### config.mk
export PLATFORM = sky130hd
export DESIGN_NAME = ilk_aggregator
export DESIGN_NICKNAME = d
export VERILOG_FILES = /design/src/rtl/ilk_pkg.sv /design/src/rtl/ilk_rf_detect.sv /design/src/rtl/ilk_src_latch.sv /design/src/rtl/ilk_first_tracker.sv /design/src/rtl/ilk_aggregator.sv
export SDC_FILE = /design/constraint.sdc
export NUM_CORES = 2
export LEC_CHECK = 0
export ABC_AREA = 0
export ABC_CLOCK_PERIOD_IN_PS = 11900
export BUFFER_PORTS_ARGS = -buffer_cell sky130_fd_sc_hd__buf_2
export CORE_MARGIN = 2
export CORE_UTILIZATION = 35
export DETAILED_ROUTE_END_ITERATION = 8
export PLACE_DENSITY = 0.62
export REMOVE_ABC_BUFFERS = 1
export SLEW_MARGIN = 10
export SYNTH_ARGS = -nofsm -noshare
export SYNTH_HDL_FRONTEND = slang
export SYNTH_SLANG_ARGS = --single-unit
### constraint.sdc
create_clock -name clk -period 11.9 [get_ports clk]
set_input_delay 1.785 -clock clk [delete_from_list [all_inputs] [get_ports clk]]
set_output_delay 1.785 -clock clk [all_outputs]
set_load 0.005 [all_outputs]
### src/rtl/ilk_pkg.sv
package ilk_pkg;
  typedef enum logic [1:0] {KIND_RF, KIND_BB, KIND_EXT} src_kind_e;

  function automatic src_kind_e kind_of(input int idx, input int n_rf, input int n_bb);
    if (idx < n_rf) return KIND_RF;
    if (idx < n_rf + n_bb) return KIND_BB;
    return KIND_EXT;
  endfunction
endpackage

### src/rtl/ilk_rf_detect.sv
module ilk_rf_detect #(
  parameter int SAMP_W = 16
) (
  input  logic [SAMP_W-1:0] sample,
  input  logic [SAMP_W-1:0] thresh,
  output logic [SAMP_W-1:0] mag,
  output logic              over
);
  // two's-complement magnitude; the most negative code maps to 2^(SAMP_W-1)
  function automatic logic [SAMP_W-1:0] mag_of(input logic [SAMP_W-1:0] s);
    return s[SAMP_W-1] ? (~s + 1'b1) : s;
  endfunction

  always_comb begin
    mag  = mag_of(sample);
    over = (mag > thresh);
  end
endmodule

### src/rtl/ilk_src_latch.sv
module ilk_src_latch #(
  parameter int TS_W  = 32,
  parameter int VAL_W = 16
) (
  input  logic             clk,
  input  logic             rst_n,
  input  logic             fault,
  input  logic             clear_go,
  input  logic [TS_W-1:0]  ts_now,
  input  logic [VAL_W-1:0] value,
  output logic             latched,
  output logic             first_evt,
  output logic [TS_W-1:0]  rec_time,
  output logic [VAL_W-1:0] rec_value
);
  assign first_evt = fault && !latched;

  always_ff @(posedge clk) begin
    if (!rst_n || clear_go) begin
      latched   <= 1'b0;
      rec_time  <= '0;
      rec_value <= '0;
    end else if (first_evt) begin
      latched   <= 1'b1;
      rec_time  <= ts_now;
      rec_value <= value;
    end
  end
endmodule

### src/rtl/ilk_first_tracker.sv
module ilk_first_tracker #(
  parameter int N_SRC = 18,
  localparam int SEL_W = $clog2(N_SRC)
) (
  input  logic             clk,
  input  logic             rst_n,
  input  logic             clear_go,
  input  logic [N_SRC-1:0] first_evt,
  output logic             seen,
  output logic [SEL_W-1:0] first_src
);
  function automatic logic [SEL_W-1:0] lowest_set(input logic [N_SRC-1:0] v);
    logic [SEL_W-1:0] r;
    r = '0;
    for (int i = N_SRC - 1; i >= 0; i--)
      if (v[i]) r = SEL_W'(i);
    return r;
  endfunction

  always_ff @(posedge clk) begin
    if (!rst_n || clear_go) begin
      seen      <= 1'b0;
      first_src <= '0;
    end else if (!seen && (|first_evt)) begin
      seen      <= 1'b1;
      first_src <= lowest_set(first_evt);
    end
  end
endmodule

### src/rtl/ilk_aggregator.sv
module ilk_aggregator #(
  parameter int N_RF   = 9,
  parameter int N_BB   = 8,
  parameter int SAMP_W = 16,
  parameter int TS_W   = 32,
  parameter int DAC_W  = 14
) (
  input  logic                          clk,
  input  logic                          rst_n,
  input  logic [N_RF*SAMP_W-1:0]        rf_sample,
  input  logic [N_RF*SAMP_W-1:0]        rf_thresh,
  input  logic [N_BB-1:0]               bb_fault,
  input  logic                          ext_ok,
  input  logic                          host_clear,
  input  logic [DAC_W-1:0]              dac_in,
  input  logic [$clog2(N_RF+N_BB+1)-1:0] rec_sel,
  output logic [DAC_W-1:0]              dac_out,
  output logic                          trip,
  output logic                          ilk_out,
  output logic                          rec_ready,
  output logic [N_RF+N_BB:0]            latched,
  output logic [$clog2(N_RF+N_BB+1)-1:0] first_src,
  output logic [TS_W-1:0]               rec_time,
  output logic [SAMP_W-1:0]             rec_value
);
  import ilk_pkg::*;

  localparam int N_SRC = N_RF + N_BB + 1;
  localparam int SEL_W = $clog2(N_SRC);

  logic [N_SRC-1:0]  src_fault;
  logic [N_SRC-1:0]  first_evt;
  logic [SAMP_W-1:0] src_val   [N_SRC];
  logic [TS_W-1:0]   rec_time_a  [N_SRC];
  logic [SAMP_W-1:0] rec_value_a [N_SRC];
  logic [TS_W-1:0]   ts_now;
  logic              any_live;
  logic              clear_go;
  logic              first_seen;

  // free-running timebase
  always_ff @(posedge clk) begin
    if (!rst_n) ts_now <= '0;
    else        ts_now <= ts_now + 1'b1;
  end

  for (genvar i = 0; i < N_SRC; i++) begin : g_src
    if (kind_of(i, N_RF, N_BB) == KIND_RF) begin : g_rf
      ilk_rf_detect #(.SAMP_W(SAMP_W)) det_i (
        .sample(rf_sample[i*SAMP_W +: SAMP_W]),
        .thresh(rf_thresh[i*SAMP_W +: SAMP_W]),
        .mag   (src_val[i]),
        .over  (src_fault[i])
      );
    end else if (kind_of(i, N_RF, N_BB) == KIND_BB) begin : g_bb
      assign src_fault[i] = bb_fault[i-N_RF];
      assign src_val[i]   = SAMP_W'(1);
    end else begin : g_ext
      assign src_fault[i] = ~ext_ok;
      assign src_val[i]   = '0;
    end

    ilk_src_latch #(.TS_W(TS_W), .VAL_W(SAMP_W)) lat_i (
      .clk      (clk),
      .rst_n    (rst_n),
      .fault    (src_fault[i]),
      .clear_go (clear_go),
      .ts_now   (ts_now),
      .value    (src_val[i]),
      .latched  (latched[i]),
      .first_evt(first_evt[i]),
      .rec_time (rec_time_a[i]),
      .rec_value(rec_value_a[i])
    );
  end

  assign any_live = |src_fault;
  assign clear_go = host_clear && !any_live;

  ilk_first_tracker #(.N_SRC(N_SRC)) first_i (
    .clk      (clk),
    .rst_n    (rst_n),
    .clear_go (clear_go),
    .first_evt(first_evt),
    .seen     (first_seen),
    .first_src(first_src)
  );

  assign trip      = |latched;
  assign rec_ready = first_seen;
  assign ilk_out   = ~trip;
  assign dac_out   = trip ? '0 : dac_in;

  always_comb begin
    rec_time  = '0;
    rec_value = '0;
    for (int i = 0; i < N_SRC; i++) begin
      if (rec_sel == SEL_W'(i)) begin
        rec_time  = rec_time_a[i];
        rec_value = rec_value_a[i];
      end
    end
  end
endmodule


==> summary.json <==
{
  "global_routing": {
    "grt_util_all_layers": 0.240,
    "global_route.overflow_total": 0,
    "grt_first_pass_wirelength_mm": 215,
    "pin_count_of_the_biggest_net_entering_global_routing": 225,
    "grt_antenna_before_repair": 11,
    "first_global_vias": 34400
  },
  "outcome": {
    "run_status": "finished clean"
  },
  "place": {
    "dp_hpwl_mm": 97.4,
    "dpl-instance-area_um2": 42000,
    "placed_cells": 6530,
    "place.port_buffers": 406,
    "finalWeightedCongestion": 0.940
  },
  "clocking": {
    "cts_inserted_buffers": 84,
    "clkSinkCount": 776,
    "clk_latency_ns": 0.65,
    "clockRootBuffer": "sky130_fd_sc_hd__clkbuf_16",
    "tritoncts": "yes",
    "ctsResizeCount": 0,
    "cts.reportedPaths.clkPinSlew_ns": 0.06,
    "htree_levels": 3,
    "postCtsSetupBuffers": 0,
    "post_cts_hold_buffer_count": 0,
    "ctsLongestPathBuffers": 3
  },
  "worst_hold_path": {
    "start_point_of_the_worst_hold_path": "g_src[13].lat_i.rec_time[4]",
    "hold_path_class": "reg -> reg"
  },
  "timing": {
    "rsz0062_at_grt": "no",
    "fin_skew_ns": 0.0326,
    "maxSlewViolCount": 0,
    "final-setup-viol-count": 0,
    "final.period_utilization": 0.624,
    "worstMarginPinSlew_ns": 1.30,
    "slew_headroom": 0.134,
    "final.min_clock_period_ns": 7.42,
    "final-hold-violation-count": 0,
    "fmaxAchievable_mhz": 135
  },
  "floorplan": {
    "cell_row_count": 122,
    "die_w_um": 338,
    "floorplan.die.height_um": 338,
    "num_io_pins": 407,
    "fp.coreArea_um2": 111000,
    "die-area_um2": 115000,
    "initial_utilization": 0.353
  },
  "logic_synthesis": {
    "fraction_of_the_yosys_area_taken_by_sequential_cells": 0.397,
    "synth_ff_type": "sky130_fd_sc_hd__dfxtp_1",
    "count_of_flip_flops_with_a_built_in_enable_after_synthesis": 0,
    "synth_area_leader_cell": "sky130_fd_sc_hd__dfxtp_1",
    "fraction_of_post_synthesis_cell_area_in_the_top_cell_type_by_area": 0.397,
    "netlist_top_cells_area": "sky130_fd_sc_hd__dfxtp_1 40%, sky130_fd_sc_hd__nand2_1 9.2%, sky130_fd_sc_hd__mux2i_1 7.1%",
    "syn_area_um2": 39100,
    "share_of_flip_flops_with_an_asynchronous_set_or_reset_after_synthesis": 0,
    "synth_cell_type_count": 82,
    "synth.ff_latch_count": 776,
    "post_synthesis_mean_instance_area_um2": 7.86,
    "synthesis.instances": 4980,
    "synth-warning-count": 0
  },
  "routing": {
    "via_count": 36900,
    "route.detailed.drc": 0,
    "firstDrtPassIters": 8,
    "final_antenna_net_count": 0,
    "detail_route.vias_per_cell": 5.51,
    "routedWlPerCell_um": 21.5,
    "drt_iter0_markers": 3484,
    "drt_wl_total_mm": 144
  },
  "setup_path": {
    "cells_traversed_along_the_worst_timing_path": "buf_2, nor3_1, nand3_1, nand2_1, a221o_1, a21oi_1, nor3_1, a2111oi_0, a21oi_1, buf_2",
    "critical-path-max-stage-delay_ns": 0.89,
    "timing.critical_path.fanout_max": 28,
    "timing.rr.start": "ts_now[4]",
    "worstSetupEndpointType": "primary output",
    "timing.critical_path.from": "rec_sel[0]",
    "timing.critical_path.buf_inv": 2,
    "cell_family_with_the_largest_share_of_critical_path_delay": "simple AND/OR/NAND/NOR gates",
    "critical_path_class": "in -> out",
    "worstSetupStartpointType": "primary input",
    "timing.critical_path.slowest_stage_cell": "sky130_fd_sc_hd__nand2_1",
    "cp_data_required_time_ns": 10.12,
    "cp.arrival_ns": 5.64
  },
  "power_and_ir_drop": {
    "ir_worst_vdd_mv": 0.0990,
    "power.leakage_nw": 17.3,
    "cellPowerDensity_nw_per_um2": 141
  },
  "layout": {
    "layout-drive-gt1-share": 0.129,
    "post_layout_nonfiller_instances": 6692,
    "synthToLayoutAreaGrowth_pct": 14.5,
    "stdcell_area_um2": 44800,
    "layout.nets": 5601
  },
  "run": {
    "timing.max_cap.violations": 0
  }
}
==> layer usage <==
metal,vias up,wire length (µm),track usage
met2,1433,67800,0.398
met3,243,10300,0.0308
met1,17700,61000,0.318
met5,-,13,0
li1,17400,-,-
met4,2,5060,0.0918
==> registers in the layout (all words and copies together), names as in the netlist <==
register	cells
ts_now	32
first_i.seen	1
first_i.first_src	5
g_src.lat_i.rec_time	576
g_src.lat_i.latched	14
g_src.lat_i.rec_value	148
==> Yosys cell counts (all sizes together) (5+ instances only) <==
cell type	instances
nor2	502
a22o	9
ha	154
nand2b	30
o211ai	14
a2111oi	8
a221oi	42
and2	49
o41ai	16
o31ai	29
o2111ai	5
nor2b	30
and3	20
or4	18
buf	158
a222oi	32
a21oi	538
nand3b	8
or3	28
clkbuf	249
dfxtp	776
o22ai	45
nand3	62
a211oi	12
a21boi	15
o221ai	7
inv	187
nand4	51
xor2	16
a31oi	25
nor3	110
nand2	959
a221o	15
or2	10
nor4b	8
mux2	5
a22oi	113
nor4	23
o21ai	142
mux2i	277
a21o	15
xnor2	123
==> stage by stage <==
step | TNS, ns | setup slack [ns] | total power, mW | util | hold slack [ns]
4_1_cts | 0 | 4.56 | 6.32 | 0.404 | 0.452
2_1_floorplan | -3600.74 | -5.29 | 3.30 | - | 0.432
6_report | 0 | 4.48 | 6.31 | 0.404 | 0.450
5_1_grt | 0 | 4.22 | 6.51 | 0.404 | 0.465
3_3_place_gp | 0 | 4.40 | 3.67 | 0.379 | 0.438
3_5_place_dp | 0 | 4.31 | 3.68 | 0.379 | 0.442
==> cell families after synthesis <==
kind of cell / count (synthesis) / synth area share
compound gates: 1114 / 0.175
xor+xnor: 139 / 0.0311
fa+ha+maj: 154 / 0.0492
buf+inv: 594 / 0.0631
flops: 776 / 0.397
mux: 282 / 0.0723
simple gates: 1921 / 0.212
==> cell type report <==
type                       count  area (µm²)
clock buffer                 127        2550
clock inverter                26         273
sequential                   776       15500
antenna                        9        22.5
multi-input combinational   3610       21300
inverter                     187         702
fill                       11300       66000
tap                         1488        1860
timing repair buffer         469        2540
==> power by group <==
part           internal (mW)  leakage, nW  total (mW)  switching [mW]
Clock                   1.57         1.39        2.67            1.10
Combinational          0.308         9.62       0.922           0.614
Sequential              2.66         6.27        2.72          0.0580
Total                   4.54         17.3        6.31            1.77
==> worst paths after layout <==
| check | to | slack (ns) | cells after the start |
|---|---|---|---|
| worst max-delay path | rec_time[9] | 4.48 | 10 |
| worst min-delay path | g_src[13].lat_i.rec_time[4] | 0.45 | 2 |
| worst max register to register | ts_now[31] | 8.40 | 8 |
| worst min register to register | g_src[13].lat_i.rec_time[4] | 0.45 | 2 |
==> worst min-delay path: stages, from the launching register on <==
cell and delay [ns]:
sky130_fd_sc_hd__dfxtp_1 0.30, sky130_fd_sc_hd__nand2_1 0.05, sky130_fd_sc_hd__a21oi_1 0.05
==> placed cells by master (no fill, tap or decap), types with 29 or more instances in the layout <==
master / count
sky130_fd_sc_hd__nand3_1: 61
sky130_fd_sc_hd__xnor2_1: 123
sky130_fd_sc_hd__nand2_1: 956
sky130_fd_sc_hd__a22oi_1: 113
sky130_fd_sc_hd__nor2_1: 490
sky130_fd_sc_hd__o31ai_1: 29
sky130_fd_sc_hd__dfxtp_1: 776
sky130_fd_sc_hd__o22ai_1: 45
sky130_fd_sc_hd__buf_4: 60
sky130_fd_sc_hd__nor3_1: 105
sky130_fd_sc_hd__nand4_1: 51
sky130_fd_sc_hd__and2_1: 45
sky130_fd_sc_hd__a222oi_1: 32
sky130_fd_sc_hd__inv_1: 187
sky130_fd_sc_hd__mux2i_1: 277
sky130_fd_sc_hd__nand2b_1: 29
sky130_fd_sc_hd__buf_2: 406
sky130_fd_sc_hd__a221oi_1: 42
sky130_fd_sc_hd__o21ai_0: 139
sky130_fd_sc_hd__clkbuf_16: 87
sky130_fd_sc_hd__a21oi_1: 536
sky130_fd_sc_hd__ha_1: 154
No activity file was read; power rests on OpenSTA's default activity.
